**src/rtl/burst_col_pkg.sv**
```systemverilog
package burst_col_pkg;
  parameter int LOG_MAX = 3;
  localparam int LOG_W = $clog2(LOG_MAX + 1);

  typedef enum logic [2:0] {
    LEN_1    = 3'b000,
    LEN_2    = 3'b001,
    LEN_4    = 3'b010,
    LEN_8    = 3'b011,
    LEN_PAGE = 3'b111
  } len_code_e;

  typedef struct packed {
    logic [LOG_W-1:0] len_log;
    logic             full;
    logic             ilv;
  } burst_cfg_t;
endpackage

```
**src/rtl/burst_mode_dec.sv**
```systemverilog
module burst_mode_dec
  import burst_col_pkg::*;
(
  input  logic [2:0] len_code,
  input  logic       ilv,
  input  logic       wr_single,
  input  logic       is_write,
  output burst_cfg_t cfg
);
  always_comb begin
    cfg = '0;
    cfg.ilv = ilv;
    case (len_code)
      LEN_2:    cfg.len_log = LOG_W'(1);
      LEN_4:    cfg.len_log = LOG_W'(2);
      LEN_8:    cfg.len_log = LOG_W'(3);
      LEN_PAGE: cfg.full = 1'b1;
      default:  cfg.len_log = '0;
    endcase
    // single-location writes override any programmed length
    if (is_write && wr_single) begin
      cfg.len_log = '0;
      cfg.full    = 1'b0;
    end
  end
endmodule

```
**src/rtl/burst_addr_calc.sv**
```systemverilog
module burst_addr_calc
  import burst_col_pkg::*;
#(
  parameter int COL_W = 9
) (
  input  logic [COL_W-1:0] base,
  input  logic [COL_W-1:0] beat,
  input  burst_cfg_t       cfg,
  output logic [COL_W-1:0] col
);
  localparam logic [COL_W-1:0] ONE = COL_W'(1);

  logic [COL_W-1:0] mask;
  logic [COL_W-1:0] low;

  always_comb begin
    mask = cfg.full ? '1 : ((ONE << cfg.len_log) - ONE);
    low  = cfg.ilv ? (base ^ beat) : (base + beat);
    col  = (base & ~mask) | (low & mask);
  end
endmodule

```
**src/rtl/burst_col_gen.sv**
```systemverilog
module burst_col_gen
  import burst_col_pkg::*;
#(
  parameter int COL_W = 9
) (
  input  logic             clk,
  input  logic             rst,
  input  logic             start,
  input  logic             is_write,
  input  logic [COL_W-1:0] start_col,
  input  logic [2:0]       mode_len,
  input  logic             mode_ilv,
  input  logic             mode_wr_single,
  input  logic             term,
  output logic [COL_W-1:0] col_out,
  output logic             beat_valid,
  output logic             last_beat
);
  localparam logic [COL_W-1:0] ONE = COL_W'(1);

  burst_cfg_t       cfg_new, cfg_q, cfg_sel;
  logic [COL_W-1:0] base_q, cnt_q, cnt_nxt, last_idx;
  logic [COL_W-1:0] base_sel, beat_sel, col_nxt;
  logic             rst_d;

  burst_mode_dec u_dec (
    .len_code (mode_len),
    .ilv      (mode_ilv),
    .wr_single(mode_wr_single),
    .is_write (is_write),
    .cfg      (cfg_new)
  );

  always_comb begin
    cnt_nxt  = cnt_q + ONE;
    last_idx = (ONE << cfg_q.len_log) - ONE;
    base_sel = start ? start_col : base_q;
    beat_sel = start ? '0 : cnt_nxt;
    cfg_sel  = start ? cfg_new : cfg_q;
  end

  burst_addr_calc #(.COL_W(COL_W)) u_calc (
    .base(base_sel),
    .beat(beat_sel),
    .cfg (cfg_sel),
    .col (col_nxt)
  );

  always_ff @(posedge clk) begin
    rst_d <= rst;
    if (rst) begin
      beat_valid <= 1'b0;
      last_beat  <= 1'b0;
      cnt_q      <= '0;
      base_q     <= '0;
      col_out    <= '0;
      cfg_q      <= '0;
    end else if (start) begin
      cfg_q      <= cfg_new;
      base_q     <= start_col;
      cnt_q      <= '0;
      col_out    <= col_nxt;
      beat_valid <= 1'b1;
      last_beat  <= !cfg_new.full && (cfg_new.len_log == '0);
    end else if (beat_valid && !last_beat) begin
      cnt_q      <= cnt_nxt;
      col_out    <= col_nxt;
      beat_valid <= 1'b1;
      last_beat  <= term || (!cfg_q.full && (cnt_nxt == last_idx));
    end else begin
      beat_valid <= 1'b0;
      last_beat  <= 1'b0;
    end
  end

  // idle on the cycle following reset
  p_reset_idle_r1: assert property (@(posedge clk)
    rst_d |-> (!beat_valid && !last_beat));

  // a start always yields a beat next cycle
  p_start_beat_r2: assert property (@(posedge clk) disable iff (rst)
    start |=> beat_valid);

  // the final-beat flag only accompanies a valid beat
  p_last_valid_r3: assert property (@(posedge clk) disable iff (rst)
    last_beat |-> beat_valid);

  // input code must not be reserved
  p_legal_code_r3: assert property (@(posedge clk) disable iff (rst)
    start |-> (mode_len inside {3'b000, 3'b001, 3'b010, 3'b011, 3'b111}));

  // page length is used only with sequential order
  p_page_seq_r7: assert property (@(posedge clk) disable iff (rst)
    (start && mode_len == 3'b111) |-> !mode_ilv);

  // a page burst does not finish on its own
  p_page_no_last_r7: assert property (@(posedge clk) disable iff (rst)
    (beat_valid && cfg_q.full && !last_beat && !term && !start) |=> !last_beat);

  // single-location write
  p_wr_single_r8: assert property (@(posedge clk) disable iff (rst)
    (start && is_write && mode_wr_single) |=> last_beat);

  // terminate makes the following beat the final one
  p_term_last_r10: assert property (@(posedge clk) disable iff (rst)
    (beat_valid && !last_beat && term && !start) |=> (beat_valid && last_beat));

  // restart shows the new starting column
  p_restart_col_r11: assert property (@(posedge clk) disable iff (rst)
    start |=> (col_out == $past(start_col)));

  // nothing after the final beat without a new start
  p_idle_after_r12: assert property (@(posedge clk) disable iff (rst)
    (last_beat && !start) |=> !beat_valid);
endmodule

```
**config.mk**
```make
export PLATFORM = sky130hd
export DESIGN_NAME = burst_col_gen
export DESIGN_NICKNAME = d
export VERILOG_FILES = /design/src/rtl/burst_col_pkg.sv /design/src/rtl/burst_mode_dec.sv /design/src/rtl/burst_addr_calc.sv /design/src/rtl/burst_col_gen.sv
export SDC_FILE = /design/constraint.sdc
export NUM_CORES = 1
export LEC_CHECK = 0
export BUFFER_PORTS_ARGS = -buffer_cell sky130_fd_sc_hd__buf_2
export CELL_PAD_IN_SITES_DETAIL_PLACEMENT = 0
export CELL_PAD_IN_SITES_GLOBAL_PLACEMENT = 1
export CORE_MARGIN = 2
export CORE_UTILIZATION = 43
export CTS_CLUSTER_SIZE = 30
export DETAILED_ROUTE_END_ITERATION = 10
export PLACE_DENSITY_LB_ADDON = 0.08
export SLEW_MARGIN = 20
export SYNTH_ARGS = -nofsm -noshare
export SYNTH_HDL_FRONTEND = slang
export SYNTH_SLANG_ARGS = --single-unit
```
**constraint.sdc**
```tcl
create_clock -name clk -period 3.8 [get_ports clk]
set_input_delay 0.19 -clock clk [delete_from_list [all_inputs] [get_ports clk]]
set_output_delay 0.19 -clock clk [all_outputs]
set_load 0.1 [all_outputs]
```
# Word level (Yosys, flattened, before mapping)
# Index checks and enable logic that the tools add are counted.
# totals
ramBits	0
memories	0
latchBits	0
romBits	0
register_bits	33
elab_cells	49
# op_classes
n_bitwise	5
add_sub_neg	4
n_reduce_logical	11
n_eq_ne	5
mul	0
div_mod_pow	0
shift	2
n_mux	14
n_lt_le_gt_ge	0
# op_table
operator	count
$mux W9	6
$and A9 B9 Y9	2
$shl A1 B2 Y9 const A	2
$sub A9 B1 Y9 const B	2
$add A9 B1 Y9 const B	1
$add A9 B9 Y9	1
$eq A9 B9 Y1	1
$not A9 Y9	1
$or A9 B9 Y9	1
$xor A9 B9 Y9	1
$eq A3 B2 Y1 const B	2
$pmux W2 S3	1
$mux W1	5
$logic_and A1 B1 Y1	4
$mux W4	1
$eq A3 B1 Y1 const B	1
$eq A3 B3 Y1 const B	1
$logic_not A1 Y1	3
$mux W3	1
$logic_not A2 Y1	1
$reduce_bool A2 Y1	1
$reduce_or A2 Y1	1
$logic_or A1 B1 Y1	1

# Depth between registers and ports, before layout
# Gate-level depths: netlist (run 1).
# logic_depth
depth_word	12
depth_mapped	13
mapped_depth_nobuf	12

# Hierarchy
# From an unflattened synthesis (run 1), not the netlist that was laid out.
# unflattened
cells_unflattened	277
area_unflattened_um2	2258.4
# modules_own_cells
mod	cells_each	area_per_inst_um2	instances	seq_area_each_um2
burst_col_gen	189	1622.8	1	660.6
burst_addr_calc	82	596.8	1	0.0
burst_mode_dec	6	38.8	1	0.0

# Worst setup path after synthesis (run 1)
# No wires, ideal clock.
# synth_timing
path_kind	input port to flip-flop
start	input port start
end	register col_out[8]
cell_stages	12
arrival_ns	3.257
path_buffers	3
setup_slack_ns	0.477
setup_ns	0.065
path_cell_list	buf_6 > clkbuf_8 > clkbuf_1 > mux2_2 > ha_1 > fa_1 > a211o_1 > a2111oi_0 > o21ai_1 > mux2i_1 > or4b_1 > nand3_1
# synth_via
elab_cells_between_ends	16
# synth_lines
item	line	rtl
start, declared	burst_col_gen.sv:8	input logic start,
$mux W9 *	n/a	
via base_sel[0]	burst_col_gen.sv:23	logic [COL_W-1:0] base_sel, beat_sel, col_nxt;
$add A9 B9 Y9 *	burst_addr_calc.sv:18	low = cfg.ilv ? (base ^ beat) : (base + beat);
$mux W9 *	burst_addr_calc.sv:18	
$and A9 B9 Y9 *	burst_addr_calc.sv:19	col = (base & ~mask) | (low & mask);
$or A9 B9 Y9 *	burst_addr_calc.sv:19	
$mux W9	burst_col_gen.sv:65	end else if (beat_valid && !last_beat) begin
$mux W9 *	burst_col_gen.sv:58	end else if (start) begin
end signal, assigned	burst_col_gen.sv:62	col_out <= col_nxt;
end signal, assigned	burst_col_gen.sv:67	col_out <= col_nxt;
end, declared	burst_col_gen.sv:15	output logic [COL_W-1:0] col_out,
# Mark *: on every way through the listed nets, which the timed path passes. The rest lies on a longest branch. The select of a mux whose other input is x is not followed.
# A chain may end at the register's enable or synchronous reset.

# Worst setup path after layout (run 1)
# layout_timing
start	register cnt_q[0]
end	register col_out[8]
# layout_via
elab_chain_len	8
elab_cells_between_ends	9
# layout_lines
item	line	rtl
start, declared	burst_col_gen.sv:22	logic [COL_W-1:0] base_q, cnt_q, cnt_nxt, last_idx;
start signal, assigned	burst_col_gen.sv:66	cnt_q <= cnt_nxt;
$add A9 B1 Y9 *	burst_col_gen.sv:35	cnt_nxt = cnt_q + ONE;
$mux W9 *	burst_col_gen.sv:38	beat_sel = start ? '0 : cnt_nxt;
$add A9 B9 Y9 or $xor A9 B9 Y9 (tied branches)	burst_addr_calc.sv:18	
$mux W9 *	burst_addr_calc.sv:18	
$and A9 B9 Y9 *	burst_addr_calc.sv:19	
$or A9 B9 Y9 *	burst_addr_calc.sv:19	
$mux W9	burst_col_gen.sv:65	
$mux W9 *	burst_col_gen.sv:58	
# Every way passes the cells marked *; elsewhere a longest branch is shown, timed or not. The select of a mux whose other input is x is not followed.

==> results by stage, run 1 <==
Status:
- The run finished with clean final reports.

Floorplanning:
- For this configuration, the core starts out at a cell density of 44.8%.
- The die covers 0.00592 mm^2.
- Measured along the y axis, the die boundary spans 77.0 um.
- The number of rows in the core area is 26.
- The floorplan step defined a core boundary enclosing 0.00511 mm^2.
- The die is 77.0 um wide.
- The number of top-level pins is 30.

Layout:
- Relative to the synthesized area, the layout overhead comes to 9.13%.
- The count of antenna diodes in the layout is 0.
- In the final layout, the share of cells above drive strength 1 is 21.5%.
- In the layout the commonest cells are 33 x nor2_1, 33 x dfxtp_1, 29 x buf_2.
- After the last flow step, the layout net total stands at 319.

Clock tree:
- After clock tree synthesis, the setup repair step added 0 buffers.
- The clock-pin slew on the worst setup and hold paths is 0.07 ns.
- The clock drives 33 sinks.
- The hold-fix buffer count after cts is 0.
- The root buffer cell chosen for the clock tree is clkbuf_8.
- The worst-skew pair later-pin latency is 0.29 ns.
- The number of gates resized after CTS was 0.
- The number of CTS-inserted buffers is 5.
- The number of H-tree branching levels is 2.
- The clock passes through at most 2 buffers.
- TritonCTS built the clock tree.

Timing:
- The time the final worst path needs with I/O delays and setup is 3.13 ns.
- Setup repair after global routing left no endpoint under its margin.
- The slew at the pin closest to its max-slew limit is 1.03 ns.
- For this run, the top clock speed supported by timing is 0.319 GHz.
- Measured against its own limit, the worst slew margin works out to 31.4%.
- The max-slew violation count came to 0.
- After routing, the total negative slack on setup checks comes to 0 ns.
- Across the routed clock network, the largest skew measured is 0.00500 ns.
- The number of endpoints with negative hold slack in the final report was 0.
- The final cycle utilization of the critical path is 82.4%.
- The setup-violating endpoint count in the final report is 0.
- The setup slack after layout is 0.670 ns.

Power and ir drop:
- The maximum vdd ir drop is 166 uV.
- The total leakage power is 1.05 nW.
- The areal power density over the cells is 346 mW/mm^2.

Run:
- The reported max-cap violation count is 0.

Critical path:
- The worst path arrival time is 3.36 ns.
- In this run the worst path has a maximum fanout of 8.
- Data on the critical path is required at its endpoint by 4.03 ns.
- For the worst flop-to-flop path, the logic depth is 10.
- Together, buffers and inverters on the worst path number 0.
- The signal on the critical path passes through ha_1 -> xor2_1 -> nor2b_1 -> ha_1 -> a211o_1 -> a2111oi_0 -> o21ai_1 -> mux2i_1 -> or4b_1 -> nand3_1.
- The reg-to-reg endpoint is col_out[8].
- For this design, the slowest cell found on the critical path is or4b_1.
- The cell that appears most often on the critical path is ha_1.
- The critical path in this run is classified as flip-flop to flip-flop.
- The worst setup path is captured at a flip-flop.
- The startpoint identified for the worst register-to-register timing path is cnt_q[0].
- The largest delay contributor family on the critical path is compound AO/OA/AOI/OAI gates.
- The internal reg-to-reg setup slack is 0.67 ns.
- STA classifies the critical path startpoint as a flip-flop.
- The peak per-stage delay on the critical path is 0.51 ns.

Logic synthesis:
- In this run, synthesis produced a sequential element count of 33.
- The post-synth design cell area is 0.00229 mm^2.
- The cell count after synthesis is 265.
- The post-synthesis net count is 296.
- The distinct cell type count of the synthesized netlist is 59.
- The share of flip-flops with an asynchronous set or reset is 0%.
- The dominant synthesized flop cell is dfxtp_1.
- The count of flip-flops with a built-in enable after synthesis is 0.
- The share of synthesized area occupied by flip-flops and latches is 28.9%.
- The yosys synthesis warning count is 0.
- The synthesized area divided by synthesized cell count is 8.64 um^2.

Placed design:
- The quantity of I/O buffers inserted on ports is 29.
- The post-placement worst setup slack is 0.672 ns.
- The wire-length estimate of the detail-placed layout is 4270 um.
- The congestion estimate from routability-driven global placement came to 0.828.

Drt:
- The detailed router's first-iteration violation count is 88.
- The number of remaining DRC errors is 0.
- The count of nets left with antenna violations after detail routing is 0.
- The first detailed-routing pass ran for 4 iterations.
- The vias after detailed routing is 1906.
- Using the TritonRoute via totals, the vias-per-cell ratio works out to 5.31.
- The average detailed-routed wire length per instance is 15.5 um.
- The total routed wirelength is 5560 um.

Worst hold path:
- Along the worst hold path, the cell count comes to 3.
- The path type of the worst min-delay path is primary input to flip-flop.
- The startpoint identified for the worst hold timing path is start_col[1].
- The endpoint with the worst hold slack is base_q[1].

GRT:
- The number of global-route vias before repair came to 1906.
- The initial antenna violation count is 0.
- The overall routing resource usage is 20.5%.
- The global-route wire length before repair is 9590 um.
- The aggregate global routing overflow is 0.
- The pin count of the biggest net entering global routing is 22.
[cells by family (layout without fill, tap and decap cells)]
logic type | Yosys count | in the layout | share of synthesized area [%]
simple gates | 98 | 98 | 21.9
fa+ha+maj | 13 | 13 | 7.32
compound gates | 60 | 60 | 18.7
flops | 33 | 33 | 28.9
mux | 17 | 17 | 7.98
buf+inv | 24 | 48 | 7.60
xor+xnor | 20 | 20 | 7.65
[per-stage QoR]
step,instance area (um^2),utilization (%),instances,hold WS [ns],power (mW)
finish,2500,48.9,359,0.182,0.864
detailed placement,2400,46.9,351,0.443,0.578
global route,2500,48.9,359,0.181,0.909
CTS,2500,48.9,359,0.177,0.878
global placement,2400,46.9,351,0.440,0.578
floorplan,2290,-,265,0.357,0.540
[registers in the layout, summed over array words and instances, names as in the netlist]
name        flops
base_q          9
cnt_q           9
col_out         9
cfg_q           4
beat_valid      1
last_beat       1
[how the worst max path moves through the flow]
stage	from	end	slack [ns]	cells past startpoint
global route	cnt_q[0]	col_out[8]	0.40	11
detailed placement	cnt_q[0]	col_out[8]	0.67	10
CTS	cnt_q[0]	col_out[8]	0.64	10
global placement	cnt_q[0]	col_out[8]	0.72	10
floorplan	start	col_out[8]	0.48	12
finish	cnt_q[0]	col_out[8]	0.67	10
[report_power, final]
group          leakage [nW]  total (mW)  internal, mW  switching [mW]
registers             0.270       0.371         0.363         0.00851
clock network        0.0542       0.293         0.164           0.130
logic                 0.723       0.199        0.0569           0.142
[routing by layer]
metal  vias up  GRT usage, %  routed length (um)
li1        987             -                   -
met2        26          30.8                2350
met5         -             0                   0
met3         4          4.00                 184
met1       889          29.7                2980
met4         0          5.89                  40
[Yosys cell counts, types with 5 or more instances]
| cell type | instances | area share, % |
|---|---|---|
| xor2_1 | 8 | 3.1 |
| o21ai_0 | 13 | 2.8 |
| mux2i_1 | 9 | 3.9 |
| clkbuf_1 | 6 | 0.98 |
| mux2_2 | 7 | 3.4 |
| nor2b_1 | 5 | 1.4 |
| xnor2_1 | 12 | 4.6 |
| a21oi_1 | 11 | 2.4 |
| nand3_1 | 8 | 1.7 |
| and2_1 | 7 | 1.9 |
| inv_1 | 9 | 1.5 |
| dfxtp_1 | 33 | 29 |
| ha_1 | 11 | 6.0 |
| nor2_1 | 33 | 5.4 |
| nand2_1 | 18 | 3.0 |
[layout make-up]
type / count / area, um^2
clock buffers: 7 / 96.3
well taps: 70 / 87.6
inverters: 9 / 33.8
repair buffers: 31 / 160
fillers: 542 / 2610
multi-input cells: 208 / 1460
flip-flops and latches: 33 / 661
clock inverters: 1 / 5.00
[worst reg2reg max path, stage by stage, from the launching register on]
cell and delay (ns):
dfxtp_1 0.47, ha_1 0.33, xor2_1 0.24, nor2b_1 0.18, ha_1 0.28, a211o_1 0.29
a2111oi_0 0.37, o21ai_1 0.16, mux2i_1 0.15, or4b_1 0.51, nand3_1 0.09
Note: power is estimated with default switching activity, not from simulation.
==> run 2, diff against run 1 <==
Settings changed: CORE_UTILIZATION 43 to 39.
Clock period 3.8 ns to 2.7 ns, I/O delays scaled along.
==> results by stage, run 2 (synthesis results as in run 1) <==
Critical path:
- The path depth of the worst reg2reg path is 11 (+1).
- The sum of buffers and inverters on the critical path is 1 (+1).
- The critical path starts at cnt_q[0].
- The slowest stage of the critical path belongs to the cell or4b_1.
- In this run the worst setup path terminates at col_out[8].
- STA classifies the critical path endpoint as a flip-flop.
- The path length in cells of the critical path is 11 (+1).
- The data required time of the worst path came to 2.93 ns (-1.10 ns).
- The signal on the critical path passes through buf_6 -> and3_4 -> xnor2_4 -> nor2_1 -> ha_1 -> o21a_1 -> a2111oi_4 -> o21ai_1 -> mux2i_1 -> or4b_1 -> nand3_1.
- The critical path startpoint category is a flip-flop.
- The setup path with the least slack is of type flip-flop to flip-flop.
- The internal reg-to-reg setup slack is 0.02 ns (-0.65 ns).
- The maximum fanout along the worst path is 5 (-3).
- The peak per-stage delay on the critical path is 0.51 ns (about the same).
- On the critical path the largest part of the delay comes from simple AND/OR/NAND/NOR gates.
- The reg-to-reg endpoint is col_out[8].
- The reg-to-reg startpoint is cnt_q[0].
- The worst path arrival time is 2.91 ns (-0.45 ns).

Clock tree:
- The number of CTS-inserted buffers is 5 (unchanged).
- The worst-skew pair later-pin latency is 0.28 ns (about the same).
- TritonCTS built the clock tree.
- The number of H-tree branching levels is 2 (unchanged).
- The hold-fix buffer count after cts is 0 (unchanged).
- The clock-pin slew on the worst setup and hold paths was 0.07 ns (about the same).
- The number of clock sinks is 33 (unchanged).
- The tree is rooted in a clkbuf_8.
- The maximum root-to-sink buffer count is 2 (unchanged).

Drt:
- The detailed-route vias per instance is 5.18 (-2.5%).
- The count of nets left with antenna violations after detail routing is 0 (unchanged).
- The vias after detailed routing is 2039 (+7.0%).
- The number of remaining DRC errors came to 0 (unchanged).
- The average detailed-routed wire length per instance is 15.2 um (-1.8%).
- The total iterations of the first detailed-routing run came to 4 (unchanged).
- The detailed router's first-iteration violation count is 76 (-14%).
- The total routed wirelength is 5980 um (+7.7%).

Timing:
- The slew at the pin closest to its max-slew limit was 0.837 ns (-0.188 ns).
- The setup-violating endpoint count in the final report came to 0 (unchanged).
- The number of endpoints with negative hold slack in the final report was 0 (unchanged).
- The maximum frequency from static timing analysis is 0.373 GHz (+17%).
- The relative slew slack is 43.6% (+12 points).
- The final cycle utilization of the critical path is 99.2% (+17 points).
- The time the final worst path needs with I/O delays and setup is 2.68 ns (-0.451 ns).
- Setup repair after global routing could not meet its margin everywhere.
- The final setup skew is 0.00437 ns (-0.000628 ns).
- The setup slack after layout is 0.0207 ns (-0.649 ns).
- The max-slew violation count came to 0 (unchanged).

Power and ir drop:
- The sequential group share of total power is 43.9% (+0.9 points).
- The areal power density over the cells is 408 mW/mm^2 (+18%).
- The total power of the final layout is 1.19 mW (+38%).
- The clock share of power was 29.2% (-4.8 points).
- The power spent charging and discharging nets came to 400 uW (+43%).
- The maximum vdd ir drop came to 267 uV (+61%).
- The total leakage power is 1.22 nW (+16%).
- The share of total power consumed by net switching is 33.7% (+1.2 points).
- The total internal power is 788 uW (+35%).
- The part of the total power dissipated in combinational logic is 26.9% (+3.9 points).

Worst hold path:
- The path type of the worst min-delay path is primary input to flip-flop.
- The number of cells on the worst hold path was 3 (unchanged).

Floorplanning:
- The number of rows in the core area is 27 (+3.8%).
- The number of top-level pins came to 30 (unchanged).
- The die area is 0.00650 mm^2 (+9.7%).
- The area of the placeable core came to 0.00557 mm^2 (+9.1%).
- The die outline width is 80.6 um (+4.7%).
- The height of the die is 80.6 um (+4.7%).
- The effective utilization at floorplan is 41.1% (-3.8 points).

Layout:
- The area growth from synthesis to layout is 27.2%.
- The count of antenna diodes in the layout was 0 (unchanged).
- The share of cells above drive strength 1 is 35.4% (+14 points).
- The most common cell after layout, fill and taps aside is buf_4.
- The largest registers in the layout are base_q (9), cnt_q (9), col_out (9).
- In the layout the commonest cells are 35 x buf_4, 33 x nor2_1, 29 x dfxtp_1, 29 x buf_2, 18 x nand2_1.
- The final-stage net count came to 354 (+11%).
- The final instance area came to 0.00291 mm^2 (+17%).

Placed design:
- The final estimated routing congestion in global placement was 0.772 (-6.7%).
- The placed cell area is 0.00264 mm^2 (+10%).
- The quantity of I/O buffers inserted on ports is 29 (unchanged).
- The post-placement worst setup slack is -0.110 ns (-0.782 ns).
- The sum of net half-perimeters after detailed placement is 4530 um (+6.2%).

Status:
- The run finished with clean final reports.

GRT:
- The number of global-route vias before repair came to 1960 (+2.8%).
- The overall routing resource usage was 19.7% (-0.80 points).
- The pin count of the biggest net entering global routing came to 16 (-27%).
- The initial antenna violation count is 0 (unchanged).
- The aggregate global routing overflow came to 0 (unchanged).
- The global-route wire length before repair is 9650 um (+0.57%).

Run:
- The reported max-cap violation count is 0 (unchanged).
run 2: changes by cell type in the layout (fill, tap and decap cells not counted), sizes merged:
cell	before	now
buf	31	66
clkbuf	7	5
run 2: how the worst min path moves through the flow:
stage,slack [ns],start,endpoint
final,0.14,start_col[1],base_q[1]
after global routing,0.17,start_col[1],base_q[1]
after CTS,0.15,start_col[5],base_q[5]
after detailed placement,0.45,col_out[2],col_out[2]
after global placement,0.43,start_col[5],base_q[5]
after floorplan,0.30,start_col[1],base_q[1]
run 2: cell type report:
class                   instances  area, um^2
clock buffers                   5        68.8
repair buffers                 66         430
fillers                       540        2660
inverters                       9        33.8
flip-flops and latches         33         668
well taps                      72        90.1
clock inverters                 1        5.00
multi-input cells             208        1620
run 2: per-stage QoR:
stage               TNS [ns]  hold WS [ns]  cells  util (%)
floorplan             -0.142         0.302    265         -
CTS                 -0.00709         0.148    390      49.8
finish                     0         0.139    394      52.2
global route         -0.0813         0.167    394      52.2
detailed placement    -0.110         0.447    383      47.4
global placement     -0.0410         0.430    383      47.4
run 2: tightest hold or removal path: stages:
cell and delay, ns:
buf_2 0.09, mux2i_1 0.08, nor2_1 0.08
run 2: repair_timing:
action / in CTS / in global routing
pin swaps: 5 / 15
setup buffers: 1 / 4
endpoints found under the setup margin: 1 / 1
resized for setup: 11 / 17
run 2: metal layers:
layer  up-vias  global-route usage, %  share of wire (%)
met5         -                      0                  0
met4         0                   4.58               0.75
met3         5                   3.82                3.9
met2        41                   31.8                 46
met1       941                   27.0                 49
li1       1052                      -                  -
run 2: power by group through the flow:
stage | clock (mW) | sequential, mW | combinational (mW)
4_1_cts | 0.361 | 0.521 | 0.315
6_report | 0.347 | 0.521 | 0.320
3_5_place_dp | 0 | 0.532 | 0.309
2_1_floorplan | 0 | 0.623 | 0.141
5_1_grt | 0.377 | 0.523 | 0.342
3_3_place_gp | 0 | 0.531 | 0.311
